==> config.mk <==
export PLATFORM = sky130hd
export DESIGN_NAME = resv_dispatch_arb
export DESIGN_NICKNAME = d
export VERILOG_FILES = /design/src/rtl/resv_pkg.sv /design/src/rtl/lds_bus_arb.sv /design/src/rtl/resv_accum.sv /design/src/rtl/skip_check.sv /design/src/rtl/resv_dispatch_arb.sv
export SDC_FILE = /design/constraint.sdc
export NUM_CORES = 1
export LEC_CHECK = 0
export ABC_AREA = 0
export BUFFER_PORTS_ARGS = -buffer_cell sky130_fd_sc_hd__buf_2
export CAP_MARGIN = 5
export CELL_PAD_IN_SITES_DETAIL_PLACEMENT = 1
export CELL_PAD_IN_SITES_GLOBAL_PLACEMENT = 1
export CORE_AREA = 2 2 79 81
export DETAILED_ROUTE_END_ITERATION = 12
export DIE_AREA = 0 0 81 83
export GPL_TIMING_DRIVEN = 0
export PLACE_DENSITY_LB_ADDON = 0.1
export SETUP_SLACK_MARGIN = 0.4
export SYNTH_ARGS = -nofsm -noshare
export SYNTH_HDL_FRONTEND = slang
export SYNTH_SLANG_ARGS = --single-unit
==> constraint.sdc <==
create_clock -name clk -period 1.45 [get_ports clk]
set_input_delay 0.2175 -clock clk [delete_from_list [all_inputs] [get_ports clk]]
set_output_delay 0.2175 -clock clk [all_outputs]
set_load 0.02 [all_outputs]
==> src/rtl/resv_pkg.sv <==
`timescale 1ns/1ps
package resv_pkg;
  typedef enum logic [1:0] {
    SLOT_EMPTY = 2'd0,
    SLOT_GO    = 2'd1,
    SLOT_SKIP  = 2'd2,
    SLOT_RSVD  = 2'd3
  } slot_st_e;
endpackage

==> src/rtl/lds_bus_arb.sv <==
`timescale 1ns/1ps
module lds_bus_arb
  import resv_pkg::*;
#(
  parameter int NUM_SLOTS = 6,
  parameter int GM_SLOT   = 4,
  parameter int LM_SLOT   = 5
) (
  input  logic [NUM_SLOTS*2-1:0] stat_i,
  input  logic                   gm_flat_i,
  output logic [NUM_SLOTS*2-1:0] stat_o,
  output logic                   flat_go_o,
  output logic                   lose_o
);
  logic lm_busy;

  always_comb begin
    flat_go_o = (stat_i[GM_SLOT*2 +: 2] == SLOT_GO) && gm_flat_i;
    lm_busy   = (stat_i[LM_SLOT*2 +: 2] == SLOT_GO);
    lose_o    = flat_go_o && lm_busy;
    stat_o    = stat_i;
    if (flat_go_o) begin
      stat_o[LM_SLOT*2 +: 2] = SLOT_SKIP;
    end
  end
endmodule

==> src/rtl/resv_accum.sv <==
`timescale 1ns/1ps
module resv_accum #(
  parameter int NUM_SLOTS = 6,
  parameter int NUM_UNITS = 6
) (
  input  logic                           clk,
  input  logic                           rst_n,
  input  logic [NUM_SLOTS-1:0]           go_i,
  input  logic [NUM_SLOTS*NUM_UNITS-1:0] mask_i,
  output logic [NUM_UNITS-1:0]           resv_o,
  output logic                           clash_o,
  output logic                           wide_o
);
  localparam logic [NUM_UNITS-1:0] ONE = NUM_UNITS'(1);

  logic [NUM_UNITS-1:0] acc   [NUM_SLOTS+1];
  logic                 clash [NUM_SLOTS+1];
  logic                 wide  [NUM_SLOTS+1];

  assign acc[0]   = '0;
  assign clash[0] = 1'b0;
  assign wide[0]  = 1'b0;

  for (genvar i = 0; i < NUM_SLOTS; i++) begin : g_slot
    logic [NUM_UNITS-1:0] m;
    assign m = go_i[i] ? mask_i[i*NUM_UNITS +: NUM_UNITS] : '0;
    assign acc[i+1]   = acc[i] | m;
    assign clash[i+1] = clash[i] | (|(acc[i] & m));
    assign wide[i+1]  = wide[i] | (|(m & (m - ONE)));

    AST_GO_COVERED: assert property (@(posedge clk) disable iff (!rst_n)
      go_i[i] |-> ((mask_i[i*NUM_UNITS +: NUM_UNITS] & ~resv_o) == '0));
  end

  assign resv_o  = acc[NUM_SLOTS];
  assign clash_o = clash[NUM_SLOTS];
  assign wide_o  = wide[NUM_SLOTS];

  AST_IDLE_NO_RESV: assert property (@(posedge clk) disable iff (!rst_n)
    (go_i == '0) |-> (resv_o == '0 && !clash_o));
endmodule

==> src/rtl/skip_check.sv <==
`timescale 1ns/1ps
module skip_check
  import resv_pkg::*;
#(
  parameter int NUM_SLOTS = 6,
  parameter int LM_SLOT   = 5
) (
  input  logic [NUM_SLOTS*2-1:0] stat_i,
  input  logic                   flat_go_i,
  input  logic                   wide_i,
  output logic                   skip_err_o,
  output logic                   wide_err_o
);
  logic lm_skip;

  always_comb begin
    lm_skip    = (stat_i[LM_SLOT*2 +: 2] == SLOT_SKIP);
    skip_err_o = lm_skip && !flat_go_i;
    wide_err_o = wide_i && !lm_skip;
  end
endmodule

==> src/rtl/resv_dispatch_arb.sv <==
`timescale 1ns/1ps
module resv_dispatch_arb
  import resv_pkg::*;
#(
  parameter int NUM_SLOTS = 6,
  parameter int NUM_UNITS = 6,
  parameter int GM_SLOT   = 4,
  parameter int LM_SLOT   = 5,
  parameter int WAVE_W    = 6
) (
  input  logic                           clk,
  input  logic                           rst_n,
  input  logic [NUM_SLOTS*2-1:0]         slot_stat_i,
  input  logic                           gm_flat_i,
  input  logic [NUM_SLOTS*NUM_UNITS-1:0] slot_mask_i,
  input  logic [WAVE_W-1:0]              lm_wave_i,
  output logic [NUM_UNITS-1:0]           resv_o,
  output logic [NUM_SLOTS*2-1:0]         disp_stat_o,
  output logic                           lds_stall_o,
  output logic                           reins_vld_o,
  output logic [WAVE_W-1:0]              reins_wave_o,
  output logic                           resv_err_o
);
  logic [NUM_SLOTS*2-1:0] stat_fin;
  logic                   flat_go;
  logic                   lose;
  logic [NUM_SLOTS-1:0]   go_vec;
  logic [NUM_UNITS-1:0]   resv_d;
  logic                   clash;
  logic                   wide;
  logic                   skip_err;
  logic                   wide_err;
  logic                   err_d;
  logic [WAVE_W-1:0]      rwave_d;

  logic [NUM_UNITS-1:0]   resv_q;
  logic [NUM_SLOTS*2-1:0] stat_q;
  logic                   stall_q;
  logic                   rvld_q;
  logic [WAVE_W-1:0]      rwave_q;
  logic                   err_q;

  lds_bus_arb #(
    .NUM_SLOTS(NUM_SLOTS), .GM_SLOT(GM_SLOT), .LM_SLOT(LM_SLOT)
  ) u_arb (
    .stat_i(slot_stat_i), .gm_flat_i(gm_flat_i),
    .stat_o(stat_fin), .flat_go_o(flat_go), .lose_o(lose)
  );

  for (genvar i = 0; i < NUM_SLOTS; i++) begin : g_go
    assign go_vec[i] = (stat_fin[i*2 +: 2] == SLOT_GO);
  end

  resv_accum #(
    .NUM_SLOTS(NUM_SLOTS), .NUM_UNITS(NUM_UNITS)
  ) u_acc (
    .clk(clk), .rst_n(rst_n), .go_i(go_vec), .mask_i(slot_mask_i),
    .resv_o(resv_d), .clash_o(clash), .wide_o(wide)
  );

  skip_check #(
    .NUM_SLOTS(NUM_SLOTS), .LM_SLOT(LM_SLOT)
  ) u_chk (
    .stat_i(stat_fin), .flat_go_i(flat_go), .wide_i(wide),
    .skip_err_o(skip_err), .wide_err_o(wide_err)
  );

  always_comb begin
    err_d   = err_q | clash | skip_err | wide_err;
    rwave_d = lose ? lm_wave_i : '0;
  end

  always_ff @(posedge clk or negedge rst_n) begin
    if (!rst_n) begin
      resv_q  <= '0;
      stat_q  <= '0;
      stall_q <= 1'b0;
      rvld_q  <= 1'b0;
      rwave_q <= '0;
      err_q   <= 1'b0;
    end else begin
      resv_q  <= resv_d;
      stat_q  <= stat_fin;
      stall_q <= lose;
      rvld_q  <= lose;
      rwave_q <= rwave_d;
      err_q   <= err_d;
    end
  end

  assign resv_o       = resv_q;
  assign disp_stat_o  = stat_q;
  assign lds_stall_o  = stall_q;
  assign reins_vld_o  = rvld_q;
  assign reins_wave_o = rwave_q;
  assign resv_err_o   = err_q;

  AST_STALL_REINSERT: assert property (@(posedge clk) disable iff (!rst_n)
    lds_stall_o |-> (reins_vld_o && disp_stat_o[LM_SLOT*2 +: 2] == SLOT_SKIP));
  AST_NO_WAVE_IDLE: assert property (@(posedge clk) disable iff (!rst_n)
    !reins_vld_o |-> (reins_wave_o == '0));
  AST_ERR_STICKY: assert property (@(posedge clk) disable iff (!rst_n)
    resv_err_o |=> resv_err_o);
  AST_LM_NOT_RESERVED: assert property (@(posedge clk) disable iff (!rst_n)
    (disp_stat_o[LM_SLOT*2 +: 2] == SLOT_SKIP && !resv_err_o) |->
      (disp_stat_o[GM_SLOT*2 +: 2] == SLOT_GO));

  for (genvar i = 0; i < NUM_SLOTS; i++) begin : g_pass
    if (i != LM_SLOT) begin : g_chk
      AST_STAT_PASS: assert property (@(posedge clk) disable iff (!rst_n)
        $past(rst_n) |-> (disp_stat_o[i*2 +: 2] == $past(slot_stat_i[i*2 +: 2])));
    end
  end
endmodule

==> flow_metrics.env <==
export IMPL_outcome="finished with violations"
export IMPL_failed_checks="negative setup slack"
export IMPL_antenna_cells=0
export IMPL_tightest_slew_ns=0.619
export IMPL_worstPathRequired_ns=1.60
export IMPL_setup_worst_path_start_class="input port"
export IMPL_synth_ff_latch_count=26
export IMPL_holdWs_ns=0.0826
export IMPL_finalMaxSlewViolations=0
export IMPL_clock_latency_ns=0.26
export IMPL_core_area_sq_um=5820
export IMPL_sw_frac_of_total_pct=27.8
export IMPL_fmax_mhz=584
export IMPL_setup_viol=1
export IMPL_antenna_left=0
export IMPL_peakVddDrop_mv=0.519
export IMPL_drt_total_wl_mm=5.43
export IMPL_critical_path_max_fanout=4
export IMPL_slew_headroom_pct=58.7
export IMPL_setup_slack_ns=-0.262
export IMPL_final_cell_mix="buf_2, dfrtp_1, nand3b_1"
export IMPL_die_area_sq_um=6720
export IMPL_pwr_share_clk_pct=30.6
export IMPL_syn_area_sq_um=1660
export IMPL_critPathKind="in -> reg"
export IMPL_via_per_inst=5.24
export IMPL_die_h_um=83
export IMPL_cts_max_path_buffers=2
export IMPL_yosys_area_share_simple_pct=31.1
export IMPL_power_total_uw=1880
export IMPL_drv_cap=0
export IMPL_cts_buffers=3
export IMPL_synth_top_family_by_area="simple AND/OR/NAND/NOR gates"
export IMPL_crit_arrival_ns=1.86
export IMPL_grt_max_degree=27
export IMPL_routedWlPerCell_um=15.9
export IMPL_dieWidth_um=81
export IMPL_power_switching_uw=522
export IMPL_seq_area_frac_synth_pct=39.2
export IMPL_p_int_uw=1360
export IMPL_grt_pass1_wl_mm=8.76
export IMPL_gr_usage_all_layers_pct=16.4
export IMPL_cellLeakagePower_uw=0.00114
export IMPL_initial_utilization_pct=28.6
export IMPL_wl_met1_mm=2.47
export IMPL_nFillCells=723
export IMPL_netlist_cell_type_count=48
export IMPL_clkTransAtPathRegs_ns=0.08
export IMPL_first_pass_iters=5
export IMPL_netlist_instances=175
export IMPL_antenna_found_initial=0
export IMPL_globalplace_congestion=0.806
export IMPL_drive_gt1_share_pct=41.9
export IMPL_synth_edf_count=0
export IMPL_cts_root_buf="clkbuf_8"
export IMPL_synth_xor_area_share_pct=0
export IMPL_syn_num_nets=232
export IMPL_layout_cells_non_filler=342
export IMPL_met2_length_mm=2.56
export IMPL_hpwl_mm=4.48
export IMPL_post_route_util_pct=40.7
export IMPL_cts_tree="yes"
export IMPL_finalCritPeriodShare_pct=118
export IMPL_synth_fa_ha_area_share_pct=1.81
export IMPL_final_net_count=325
export IMPL_first_iter_violations=47
export IMPL_hold_viol_final=0
export IMPL_seqPwrFrac_pct=41.0
export IMPL_final_area_sq_um=2360
export IMPL_postSynthAreaPerCell_sq_um=9.49
export IMPL_row_count=28
export IMPL_hold_class="in -> reg"
export IMPL_crit_path_end_kind="flop"
export IMPL_final_common_cell="buf_2"
export IMPL_place_inst=333
export IMPL_ys_async_sr_fraction_pct=100
export IMPL_synth_top_flop_cell="dfrtp_1"
export IMPL_p_per_area_nw_per_um2=796
export IMPL_synth_compound_area_share_pct=25.9
export IMPL_overflow=0
export IMPL_p_comb_share_pct=28.4
export IMPL_cts_htree_levels=1
export IMPL_fin_crit_ns=1.71
export IMPL_grt_pass1_vias=1784
export IMPL_io_buffers=83
export IMPL_placed_cell_area_sq_um=2180
export IMPL_area_growth_pct=42.3
export IMPL_drc=0
export IMPL_io_pins=84
export IMPL_synthMuxAreaShare_pct=0
export IMPL_cts_num_sinks=26
export IMPL_rsz0062_at_grt="true"
export IMPL_skew_ns=0
export IMPL_top_layer="met4"
export IMPL_yosysWarnings=0
export IMPL_vias=1793
export IMPL_wl_met3_um=347
[timing repair]
action,4_1_cts,5_1_grt
hold buffers,1,0
pin swaps,5,3
gates resized for setup,17,5
endpoints found under the setup margin,3,8
hold endpoints to repair,26,0
cloned,0,0
buffers inserted,3,1
[sequential cells by signal, indices dropped and copies added (netlist names)]
register / flops
reins_vld_o: 1
resv_err_o: 1
reins_wave_o: 6
resv_o: 6
disp_stat_o: 12
[final cells by class]
cell class,count,area (sq um),area share [%]
multi-input cells,143,1020,43.1
flip-flops and latches,26,651,27.5
repair buffers,88,492,20.8
well taps,75,93.8,3.97
clock buffers,3,41.3,1.75
clock inverters,1,30.0,1.27
plain buffers,2,22.5,0.952
inverters,4,15.0,0.635
[metal layers]
metal	vias to the layer above	track usage [%]
li1	871	-
met2	64	26.3
met1	853	23.0
met3	5	1.74
met4	0	4.93
met5	-	0
[metrics by stage]
step                      setup TNS [ns]  worst slack, ns
after floorplan                   -0.280           -0.280
after global placement            -0.611           -0.611
after detailed placement          -0.594           -0.594
after CTS                         -0.236           -0.236
after global routing              -0.351           -0.351
final                             -0.262           -0.262
[Yosys cell counts (all sizes together), types with 2 or more instances]
cell type   n  area, sq um
dfrtp      26          651
nand3b     24          180
nand2      12         52.6
a21o       10         81.3
a21oi      10         50.1
and2        7         45.1
nand3       7         35.0
o21ai       6         30.0
a22oi       5         37.5
nand2b      5         31.3
nand4       5         31.3
nor3        5         25.0
a221oi      4         41.3
inv         4         15.0
a22o        3         26.3
maj3        3         30.0
nor2        3         11.3
nor2b       3         26.3
nor4        3         18.8
or4         3         22.5
a2111oi     2         17.5
a211oi      2         15.0
a21boi      2         15.0
a31oi       2         12.5
buf         2         18.8
o22ai       2         12.5
[kinds of logic after synthesis]
kind of cell / after synthesis
compound gates: 58
buf+inv: 6
flops: 26
fa+ha+maj: 3
simple gates: 82
[critical path, stage by stage]
cell and delay [ns]:
buf_2 0.12, or4_4 0.54, nand3_2 0.10, o21ai_0 0.08, nor4_1 0.24, a31oi_1 0.15, a2111o_1 0.41
[power groups by stage]
stage / logic [uW] / registers, uW / clock network [uW]
6_report: 535 / 772 / 575
4_1_cts: 529 / 773 / 597
3_3_place_gp: 504 / 786 / 0
3_5_place_dp: 505 / 787 / 0
5_1_grt: 592 / 775 / 630
2_1_floorplan: 199 / 842 / 0
[worst paths after layout]
kind	from	end	slack [ns]	cells past startpoint
worst max-delay path	slot_mask_i[15]	resv_err_o$_DFF_PN0_	-0.26	7
worst min-delay path	slot_stat_i[5]	disp_stat_o[5]$_DFF_PN0_	0.08	1
worst max register to register	resv_err_o$_DFF_PN0_	resv_err_o$_DFF_PN0_	-0.21	4
worst min register to register	resv_err_o$_DFF_PN0_	resv_err_o$_DFF_PN0_	0.76	4
max in group asynchronous	rst_n	resv_o[3]$_DFF_PN0_	0.63	2
min in group asynchronous	rst_n	reins_wave_o[0]$_DFF_PN0_	0.46	2
Power figures use the tool's default switching activity.
